`config.mk`:
```
export PLATFORM = sky130hd
export DESIGN_NAME = tmr10_bytebus
export DESIGN_NICKNAME = d
export VERILOG_FILES = /design/src/rtl/tmr10_pkg.sv /design/src/rtl/tmr10_regs.sv /design/src/rtl/tmr10_wrpipe.sv /design/src/rtl/tmr10_count.sv /design/src/rtl/tmr10_match.sv /design/src/rtl/tmr10_bytebus.sv
export SDC_FILE = /design/constraint.sdc
export NUM_CORES = 1
export LEC_CHECK = 0
export ABC_CLOCK_PERIOD_IN_PS = 3400
export BUFFER_PORTS_ARGS = -buffer_cell sky130_fd_sc_hd__buf_2
export CORE_UTILIZATION = 62
export CTS_CLUSTER_DIAMETER = 150
export CTS_CLUSTER_SIZE = 40
export DETAILED_ROUTE_END_ITERATION = 10
export GPL_TIMING_DRIVEN = 0
export PLACE_DENSITY = 0.86
export REMOVE_ABC_BUFFERS = 1
export SLEW_MARGIN = 20
export SYNTH_ARGS = -nofsm -noshare
export SYNTH_HDL_FRONTEND = slang
export SYNTH_SLANG_ARGS = --single-unit
```
`constraint.sdc`:
```
create_clock -name clk -period 3.4 [get_ports clk]
set_input_delay 0.68 -clock clk [delete_from_list [all_inputs] [get_ports clk]]
set_output_delay 0.68 -clock clk [all_outputs]
set_load 0.005 [all_outputs]
```
`src/rtl/tmr10_pkg.sv`:
```
`timescale 1ns/1ps
package tmr10_pkg;
  localparam int unsigned CNT_W = 10;
  localparam int unsigned BUS_W = 8;
  localparam int unsigned HI_W  = CNT_W - BUS_W;

  localparam logic [BUS_W-1:0] A_HI   = 8'h25;
  localparam logic [BUS_W-1:0] A_TOP  = 8'h2B;
  localparam logic [BUS_W-1:0] A_OCRA = 8'h2D;
  localparam logic [BUS_W-1:0] A_CNT  = 8'h2E;
  localparam logic [BUS_W-1:0] A_CTRL = 8'h30;
  localparam logic [BUS_W-1:0] A_FLAG = 8'h31;

  typedef logic [CNT_W-1:0] cnt_t;
  typedef logic [BUS_W-1:0] byte_t;

  typedef struct packed {
    logic narrow;
    logic run;
  } ctrl_t;
endpackage

```
`src/rtl/tmr10_regs.sv`:
```
`timescale 1ns/1ps
module tmr10_regs
  import tmr10_pkg::*;
(
  input  logic  clk,
  input  logic  rst_n,
  input  byte_t addr,
  input  logic  wr,
  input  logic  rd,
  input  byte_t wdata,
  output byte_t rdata,
  input  cnt_t  cnt,
  input  logic  match_set,
  output logic  cnt_wr,
  output cnt_t  cnt_wval,
  output cnt_t  ocra,
  output cnt_t  top_eff,
  output logic  run,
  output logic  flag
);
  localparam int unsigned PAD_W = BUS_W - HI_W;

  logic [HI_W-1:0] hi_q, hi_d;
  cnt_t  ocra_q, ocra_d;
  cnt_t  top_q, top_d;
  ctrl_t ctrl_q, ctrl_d;
  logic  flag_q, flag_d;

  logic wr_hi, wr_top, wr_ocra, wr_cnt, wr_ctrl, wr_flag;
  logic rd_top, rd_ocra, rd_cnt;
  cnt_t wide_val;

  always_comb begin
    wr_hi   = wr && (addr == A_HI);
    wr_top  = wr && (addr == A_TOP);
    wr_ocra = wr && (addr == A_OCRA);
    wr_cnt  = wr && (addr == A_CNT);
    wr_ctrl = wr && (addr == A_CTRL);
    wr_flag = wr && (addr == A_FLAG);
    rd_top  = rd && (addr == A_TOP);
    rd_ocra = rd && (addr == A_OCRA);
    rd_cnt  = rd && (addr == A_CNT);
    wide_val = ctrl_q.narrow ? {{HI_W{1'b0}}, wdata} : {hi_q, wdata};
  end

  // next-state logic
  always_comb begin
    hi_d = hi_q;
    if (wr_hi)        hi_d = wdata[HI_W-1:0];
    else if (rd_cnt)  hi_d = cnt[CNT_W-1:BUS_W];
    else if (rd_ocra) hi_d = ocra_q[CNT_W-1:BUS_W];
    else if (rd_top)  hi_d = top_q[CNT_W-1:BUS_W];

    ocra_d = wr_ocra ? wide_val : ocra_q;
    top_d  = wr_top  ? wide_val : top_q;
    ctrl_d = wr_ctrl ? ctrl_t'(wdata[1:0]) : ctrl_q;

    flag_d = flag_q;
    if (match_set)               flag_d = 1'b1;
    else if (wr_flag && wdata[0]) flag_d = 1'b0;
  end

  always_ff @(posedge clk or negedge rst_n) begin
    if (!rst_n) begin
      hi_q   <= '0;
      ocra_q <= '0;
      top_q  <= '0;
      ctrl_q <= '0;
      flag_q <= 1'b0;
    end else begin
      hi_q   <= hi_d;
      ocra_q <= ocra_d;
      top_q  <= top_d;
      ctrl_q <= ctrl_d;
      flag_q <= flag_d;
    end
  end

  always_comb begin
    rdata = '0;
    if (rd) begin
      case (addr)
        A_HI:   rdata = {{PAD_W{1'b0}}, hi_q};
        A_TOP:  rdata = top_q[BUS_W-1:0];
        A_OCRA: rdata = ocra_q[BUS_W-1:0];
        A_CNT:  rdata = cnt[BUS_W-1:0];
        A_CTRL: rdata = {{(BUS_W-2){1'b0}}, ctrl_q};
        A_FLAG: rdata = {{(BUS_W-1){1'b0}}, flag_q};
        default: rdata = '0;
      endcase
    end
  end

  assign cnt_wr   = wr_cnt;
  assign cnt_wval = wide_val;
  assign ocra     = ocra_q;
  assign top_eff  = ctrl_q.narrow ? {{HI_W{1'b0}}, top_q[BUS_W-1:0]} : top_q;
  assign run      = ctrl_q.run;
  assign flag     = flag_q;
endmodule

```
`src/rtl/tmr10_wrpipe.sv`:
```
`timescale 1ns/1ps
module tmr10_wrpipe #(
  parameter int unsigned DEPTH = 2,
  parameter int unsigned W     = 10
) (
  input  logic         clk,
  input  logic         rst_n,
  input  logic         in_vld,
  input  logic [W-1:0] in_dat,
  output logic         out_vld,
  output logic [W-1:0] out_dat
);
  localparam int unsigned STAGES = (DEPTH > 1) ? DEPTH - 1 : 1;

  generate
    if (DEPTH <= 1) begin : g_direct
      assign out_vld = in_vld;
      assign out_dat = in_dat;
    end else begin : g_pipe
      logic         vld_q [STAGES];
      logic [W-1:0] dat_q [STAGES];
      for (genvar s = 0; s < STAGES; s++) begin : g_stage
        logic         vld_d;
        logic [W-1:0] dat_d;
        always_comb begin
          if (s == 0) begin
            vld_d = in_vld;
            dat_d = in_dat;
          end else begin
            vld_d = vld_q[(s == 0) ? 0 : s-1];
            dat_d = dat_q[(s == 0) ? 0 : s-1];
          end
        end
        always_ff @(posedge clk or negedge rst_n) begin
          if (!rst_n) begin
            vld_q[s] <= 1'b0;
            dat_q[s] <= '0;
          end else begin
            vld_q[s] <= vld_d;
            if (vld_d) dat_q[s] <= dat_d;
          end
        end
      end
      assign out_vld = vld_q[STAGES-1];
      assign out_dat = dat_q[STAGES-1];
    end
  endgenerate
endmodule

```
`src/rtl/tmr10_count.sv`:
```
`timescale 1ns/1ps
module tmr10_count
  import tmr10_pkg::*;
(
  input  logic clk,
  input  logic rst_n,
  input  logic run,
  input  logic load,
  input  cnt_t load_val,
  input  cnt_t top,
  output cnt_t cnt,
  output logic dir_up
);
  localparam cnt_t ONE  = cnt_t'(1);
  localparam cnt_t ZERO = '0;

  cnt_t cnt_q, cnt_d;
  logic up_q, up_d;

  always_comb begin
    cnt_d = cnt_q;
    up_d  = up_q;
    if (load) begin
      cnt_d = load_val;
      up_d  = 1'b1;
    end else if (run) begin
      if (up_q) begin
        if (cnt_q >= top) begin
          up_d  = 1'b0;
          cnt_d = (cnt_q == ZERO) ? ZERO : cnt_q - ONE;
        end else begin
          cnt_d = cnt_q + ONE;
        end
      end else begin
        if (cnt_q == ZERO) begin
          up_d  = 1'b1;
          cnt_d = (top == ZERO) ? ZERO : ONE;
        end else begin
          cnt_d = cnt_q - ONE;
        end
      end
    end
  end

  always_ff @(posedge clk or negedge rst_n) begin
    if (!rst_n) begin
      cnt_q <= '0;
      up_q  <= 1'b1;
    end else if (load || run) begin
      cnt_q <= cnt_d;
      up_q  <= up_d;
    end
  end

  assign cnt    = cnt_q;
  assign dir_up = up_q;
endmodule

```
`src/rtl/tmr10_match.sv`:
```
`timescale 1ns/1ps
module tmr10_match
  import tmr10_pkg::*;
(
  input  logic clk,
  input  logic rst_n,
  input  logic run,
  input  cnt_t cnt,
  input  cnt_t ocra,
  output logic hit,
  output logic pulse
);
  logic pulse_q;

  assign hit = run && (cnt == ocra);

  always_ff @(posedge clk or negedge rst_n) begin
    if (!rst_n) pulse_q <= 1'b0;
    else        pulse_q <= hit;
  end

  assign pulse = pulse_q;
endmodule

```
`src/rtl/tmr10_bytebus.sv`:
```
`timescale 1ns/1ps
module tmr10_bytebus
  import tmr10_pkg::*;
#(
  parameter int unsigned WR_DELAY = 2
) (
  input  logic       clk,
  input  logic       rst_n,
  input  logic [7:0] bus_addr,
  input  logic       bus_wr,
  input  logic       bus_rd,
  input  logic [7:0] bus_wdata,
  output logic [7:0] bus_rdata,
  output logic       match_o
);
  logic rst_meta, rst_q;

  always_ff @(posedge clk or negedge rst_n) begin
    if (!rst_n) begin
      rst_meta <= 1'b0;
      rst_q    <= 1'b0;
    end else begin
      rst_meta <= 1'b1;
      rst_q    <= rst_meta;
    end
  end

  cnt_t cnt_w, cnt_wval, ocra_w, top_w, load_val;
  logic cnt_wr, run_w, flag_w, hit_w, load_w, dir_w;

  tmr10_regs u_regs (
    .clk(clk), .rst_n(rst_q),
    .addr(bus_addr), .wr(bus_wr), .rd(bus_rd), .wdata(bus_wdata), .rdata(bus_rdata),
    .cnt(cnt_w), .match_set(hit_w),
    .cnt_wr(cnt_wr), .cnt_wval(cnt_wval),
    .ocra(ocra_w), .top_eff(top_w), .run(run_w), .flag(flag_w)
  );

  tmr10_wrpipe #(.DEPTH(WR_DELAY), .W(CNT_W)) u_pipe (
    .clk(clk), .rst_n(rst_q),
    .in_vld(cnt_wr), .in_dat(cnt_wval),
    .out_vld(load_w), .out_dat(load_val)
  );

  tmr10_count u_count (
    .clk(clk), .rst_n(rst_q),
    .run(run_w), .load(load_w), .load_val(load_val), .top(top_w),
    .cnt(cnt_w), .dir_up(dir_w)
  );

  tmr10_match u_match (
    .clk(clk), .rst_n(rst_q),
    .run(run_w), .cnt(cnt_w), .ocra(ocra_w),
    .hit(hit_w), .pulse(match_o)
  );
endmodule

```
# == Word-level counts from Yosys, hierarchy flattened ==
# Index checks and enable logic that the tools add are counted.
# word_totals
regBits,50
output_inout_bits,9
# op_classes
addsub,2
n_lt_le_gt_ge,1
eq_ne,7
muxes,22
reduce_logical,18
# ops
op,count
2-to-1 mux 10 bit,8
"equality test 8 x 6 -> 1 bit, second input constant",6
one-hot mux 8 bit (6 select lines),1
logical NOT 10 bit,2
logical AND 1 bit,11
"adder 10 x 1 -> 10 bit, second input constant",1
equality test 10 bit,1
>= comparator 10 bit,1
"subtractor 10 x 1 -> 10 bit, second input constant",1
2-to-1 mux 1 bit,8
2-to-1 mux 2 bit,4
2-to-1 mux 8 bit,1
nonzero test 2 bit,2
nonzero test 4 bit,1
AND reduction 2 bit,1
logical OR 1 bit,1

# == Logic depth before layout (Yosys ltp) ==
# Gate-level depths: netlist of the first run.
# depth
ltp_word,7
ltp_mapped,10

# == By module ==
# Synthesis of the first run repeated with hierarchy kept, for this count alone.
# unflattened
hier_cells,364
hier_area_um2,3602.2
# by_module_without_submodules
mod,instances,cells_each,area_per_inst_um2,seq_area_each_um2
tmr10_regs,1,153,1656.6,625.6
tmr10_count,1,171,1315.0,276.5
tmr10_wrpipe,1,22,436.7,275.3
tmr10_match,1,15,140.1,25.0
tmr10_bytebus,1,3,53.8,50.0

# == Worst setup path before layout of the first run ==
# Ideal clock, no wire load.
# synth_path
path_kind,input port to output port
start,in bus_addr[4]
end,out bus_rdata[0]
arrival_ns,2.045
required_ns,2.720
path_slack_ns,0.675
stages,5
path_cell_list,or4b_1 > buf_2 > nor4_1 > a222oi_1 > a21boi_0
# synth_via
elab_chain_len,3
# synth_rtl
element,line_no,rtl
from (decl),tmr10_bytebus.sv:9,"input logic [7:0] bus_addr,"
equality test 8 x 6 -> 1 bit,tmr10_regs.sv:82,case (addr)
one-hot mux 8 bit (6 select lines) *,tmr10_regs.sv:82,
2-to-1 mux 8 bit *,tmr10_regs.sv:81,if (rd) begin
to (decl),tmr10_bytebus.sv:13,"output logic [7:0] bus_rdata,"
# Mark *: on every way between the ends. The rest lies on a longest branch, timed or not.

# == Worst setup path in the final report of the first run ==
# layout_path
start,in bus_addr[4]
end,out bus_rdata[1]
# Same word-level chain as after synthesis.

==> results of run 1 <==
==> metrics by stage <==
step	area (um^2)	utilization (%)	hold slack (ns)	setup WS [ns]	total power, mW
2_1_floorplan	3160	-	0.331	0.545	1.01
3_3_place_gp	3390	66.4	0.338	0.146	1.11
3_5_place_dp	3420	67.0	0.334	0.136	1.14
4_1_cts	3530	69.2	0.128	0.135	1.56
5_1_grt	3530	69.2	0.116	0.0408	1.64
6_report	3530	69.2	0.128	0.0827	1.57
==> metal layers <==
layer | global-route usage (%) | part of all wire [%] | vias up
met2 | 49.0 | 49 | 152
li1 | - | - | 1291
met1 | 37.2 | 41 | 1368
met5 | 0 | 0 | -
met3 | 5.76 | 7.5 | 17
met4 | 12.8 | 2.1 | 0
==> worst max-delay path: stages <==
cell      delay [ns]
buf_2           0.12
or4b_1          0.64
and4b_1         0.63
a222oi_1        0.21
a21oi_1         0.21
buf_2           0.15
==> area by class of cell <==
cell class / count / share of cell area [%]
Multi-Input combinational cell: 262 / 52.7
Sequential cell: 50 / 35.5
Timing Repair Buffer: 29 / 4.75
Tap cell: 70 / 2.48
Clock buffer: 5 / 1.95
Inverter: 13 / 1.38
Clock inverter: 3 / 1.24
==> sequential cells by signal, indices dropped and copies added (netlist names), 2 cells and up <==
| signal | flops |
|---|---|
| u_count.cnt | 10 |
| u_pipe.out_dat | 10 |
| u_regs.ocra | 10 |
| u_regs.top_q | 10 |
| u_regs.hi_q | 2 |
==> path summary, 6_finish.rpt <==
kind | from | to | slack [ns] | depth (start not counted)
setup / recovery | bus_addr[4] | bus_rdata[1] | 0.08 | 6
hold / removal | rst_n | rst_q | 0.13 | 1
setup reg to reg | u_count.cnt[0] | u_count.cnt[4] | 0.74 | 8
hold reg to reg | rst_q | u_regs.ocra[2] | 0.32 | 0
max in group asynchronous | rst_q | u_count.dir_up | 2.46 | 1
min in group clk | rst_meta | rst_q | 0.37 | 0
==> power by group <==
group          internal, mW  switching, mW
clock network         0.221          0.209
logic                 0.178          0.195
registers             0.648          0.119
total                  1.05          0.522
==> placed cells by master, fill, tap and decap left out, types with 2 or more instances in the layout <==
cell / Yosys / final
a222oi_1: 6 / 6
or3_1: 3 / 3
buf_2: 4 / 28
nor3_1: 7 / 7
a32oi_1: 2 / 2
clkbuf_8: 0 / 5
and2_1: 4 / 4
nand4_1: 8 / 8
ha_1: 12 / 12
o31ai_1: 2 / 2
a21o_1: 2 / 2
nor3b_1: 6 / 6
o21ai_0: 17 / 17
inv_1: 13 / 13
o21a_1: 2 / 2
mux2i_1: 4 / 4
o311ai_0: 2 / 2
xnor2_1: 11 / 11
a22oi_1: 3 / 3
mux2_2: 21 / 21
a21boi_0: 2 / 2
a31oi_1: 7 / 7
nor4_1: 3 / 3
nor2b_1: 2 / 2
and3_1: 5 / 5
nand3_1: 14 / 14
nand2_1: 23 / 23
dfrtp_1: 49 / 48
mux2_4: 6 / 6
xor2_1: 4 / 4
nor2_1: 28 / 28
a21oi_1: 21 / 21
nand2b_1: 11 / 11
a211oi_1: 3 / 3
==> kinds of logic after synthesis <==
logic type                 share of synthesized area (%)
and+or+nand+nor                                     20.6
muxes                                               11.2
xor gates and xnor gates                            4.02
adders and majority gates                           4.59
DFF                                                 38.3
buffers and inverters                               4.75
AOI/OAI and AO/OA                                   16.4
other                                              0.115
==> results.cfg, run 1 <==
[run_status]
outcome = finished, final reports clean

[clock_network]
root_buffer = clkbuf_8
h-tree-depth = 2
path_clk_slew_ns = 0.10
post_cts_buffers = 0
cts_inserted_buffers = 5
cts_tree = built
clockBufferDepth = 2
cts.sinks = 50
ctsResizeCount = 0
cts.hold.buffers_added = 0
clk_latency_ns = 0.31

[synthesis]
synthTopCellsByCount = dfrtp_1, nor2_1, nand2_1
post-synth-top-area-cell = dfrtp_1
syn_area_per_cell_um2 = 9.39
synth.yosys.seq_area_share_pct = 38.3
synth_edf_count = 0
ys_seq_elements = 50
yosysWarnings = 0
synth_most_common_cell = dfrtp_1
synth_top_flop_cell = dfrtp_1
synthDistinctLibCells = 58
synthArstFlopShare_pct = 100
syn_area_mm2 = 0.00327
ys_top_cells_by_area = dfrtp_1, mux2_2, ha_1
syn_inst = 348
synth_top_area_share_pct = 37.5

[timing]
worstMarginPinSlew_ns = 0.774
clock-skew-final_ns = 0.00805
fin_crit_ns = 3.32
setup_viol = 0
fmax_mhz = 301
timing.final.max_slew_violations = 0
period_share_pct = 97.6
rsz0062_at_grt = no
tns_ns = 0
maxSlewHeadroom_pct = 48.2
hold_viol = 0

[min_path]
hold_path.class = primary input to asynchronous set/reset pin

[global_routing]
first_global_vias = 2562
antenna_found_initial = 0
grtUsageTotal_pct = 29.4
overflow = 0
grt_pass1_wl_mm = 12.1
grt_start_max_net_pins = 30

[route]
wl_per_cell_um = 18.4
dr_total_vias = 2828
ant_nets = 0
drt-pass1-iter-count = 7
finalWirelength_mm = 7.97
drt-initial-drc-count = 258
viasPerCell = 6.55
post-route-drc-count = 0

[setup_path]
arrival_ns = 2.64
required_ns = 2.72
worstSetupStartpointType = primary input
path_class = primary input to output pin
crit_path_end_kind = output pin
cp_max_fo = 10

[power_and_ir_drop]
p_leak_nw = 1.54
powerDensity_mw_per_mm2 = 444
ir_drop_mv = 0.366

[die]
start_util_pct = 64.0
dieArea_mm2 = 0.00557
die_y_um = 74.6
die_x_um = 74.6
core-area_mm2 = 0.00511
pin_count = 29
num_rows = 26

[placed_design]
port_buffers = 28
gp_congestion = 0.852
dp.cells = 424
hpwl_mm = 5.83

[cells_and_area]
drive_gt1_share_pct = 20.4
diodes = 0
final_cells = 432
area_delta_synth_final_pct = 8.04
ff_latch_area_mm2 = 0.00125
num-fill-cells = 392
nets = 393
multiInputGateArea_mm2 = 0.00186

[job]
max-cap-violations = 0
No activity file was read; power rests on OpenSTA's default activity.
==> run 2, diff against run 1 <==
==> constraint.sdc (replaced) <==
create_clock -name clk -period 3.4 [get_ports clk]
set_input_delay 0.17 -clock clk [delete_from_list [all_inputs] [get_ports clk]]
set_output_delay 0.17 -clock clk [all_outputs]
set_load 0.005 [all_outputs]
==> results.cfg, run 2 (same netlist as run 1, synthesis figures left out) <==
[run_status]
outcome = finished, final reports clean

[min_path]
hold_path.class = primary input to flop
hold_path_startpoint = bus_wdata[7]
whs_path_depth = 2
hold_end = u_regs.top_q[7]

[route]
highest_layer = met4
wl_met2_mm = 3.84
drt-initial-drc-count = 302
wl_met1_mm = 3.34
post-route-drc-count = 0
ant_nets = 0
wl_met3_um = 607
wl_per_cell_um = 18.5
viasPerCell = 6.54
drt-pass1-iter-count = 6
dr_total_vias = 2833
finalWirelength_mm = 7.99

[global_routing]
antenna_found_initial = 0
grt_pass1_wl_mm = 12.2
first_global_vias = 2565
overflow = 0
grt_start_max_net_pins = 30
grtUsageTotal_pct = 29.5

[setup_path]
critical-path-slowest-cell = nor4b_2
r2r_cells = 8
rr_endpoint = u_count.cnt[4]
path_cells = inv_1, ha_1, nor4b_2, and3_1, nand2b_1, a21oi_1, a221oi_1, nand3_1
r2r_start = u_count.cnt[0]
crit_path_end_kind = flop
path_delay_family = simple AND/OR/NAND/NOR gates
slowest_delay_ns = 0.58
path_class = flop to flop
arrival_ns = 2.84
worstSetupStartpointType = flop
required_ns = 3.59
timing.reg2reg.setup_slack_ns = 0.75
cp_max_fo = 9
path_buf_inv = 1

[placed_design]
gp_congestion = 0.852
hpwl_mm = 5.83
placed_cell_area_mm2 = 0.00342
port_buffers = 28

[cells_and_area]
final_common_cell = dfrtp_1
diodes = 0
drive_gt1_share_pct = 20.4
stdcell_area_mm2 = 0.00354
ff_latch_area_mm2 = 0.00125
area_delta_synth_final_pct = 8.34
layout_common_cells = dfrtp_1, nor2_1, buf_2
nets = 394
fin_util_pct = 69.4
multiInputGateArea_mm2 = 0.00186
num-fill-cells = 391

[clock_network]
clockBufferDepth = 2
path_clk_slew_ns = 0.10
clk_latency_ns = 0.31
root_buffer = clkbuf_8
ctsResizeCount = 0
cts_inserted_buffers = 5
h-tree-depth = 2
cts.hold.buffers_added = 1
post_cts_buffers = 0
cts.sinks = 50
cts_tree = built

[die]
dieArea_mm2 = 0.00557
die_x_um = 74.6
start_util_pct = 64.0
core-area_mm2 = 0.00511
num_rows = 26
die_y_um = 74.6
pin_count = 29

[power_and_ir_drop]
ir_drop_mv = 0.362
p_leak_nw = 1.54
total_power_mw = 1.57
powerDensity_mw_per_mm2 = 443

[timing]
fmax_mhz = 377
hold_ws_ns = 0.111
fin_crit_ns = 2.65
rsz0062_at_grt = no
timing.final.max_slew_violations = 0
tns_ns = 0
hold_viol = 0
setup_viol = 0
clock-skew-final_ns = 0.00716
maxSlewHeadroom_pct = 47.2
worstMarginPinSlew_ns = 0.789
period_share_pct = 78.1

[job]
max-cap-violations = 0
-- run 2: cell type report --
class	count	area share, %
multi-input cells	262	52.6
clock buffers	5	1.94
well taps	70	2.47
clock inverters	3	1.24
inverters	13	1.38
repair buffers	30	5.02
flip-flops and latches	50	35.4
-- run 2: stage by stage --
stage                     setup WS (ns)  instances
final                             0.746        433
after global routing              0.608        433
after CTS                         0.769        433
after detailed placement          0.796        424
after global placement            0.829        423
after floorplan                    1.10        325
-- run 2: worst max path at each step --
stage,from,to,slack [ns],depth (start not counted)
final,u_count.cnt[0],u_count.cnt[4],0.75,8
after global routing,u_count.cnt[0],u_count.cnt[4],0.61,8
after CTS,u_count.cnt[0],u_count.cnt[4],0.77,8
after detailed placement,u_count.cnt[0],u_count.cnt[4],0.80,8
after global placement,u_count.cnt[0],u_count.cnt[4],0.83,8
after floorplan,u_count.cnt[0],u_count.cnt[5],1.10,8
-- run 2: metal layers --
layer  global-route usage, %  up-vias
met5                       0        -
met4                    12.8        0
met3                    5.76       24
met2                    49.1      144
met1                    37.5     1372
li1                        -     1293
-- run 2: where the power goes --
group	switching [mW]	internal, mW	total (mW)
registers	0.120	0.648	0.767
logic	0.192	0.179	0.370
clock network	0.211	0.221	0.432
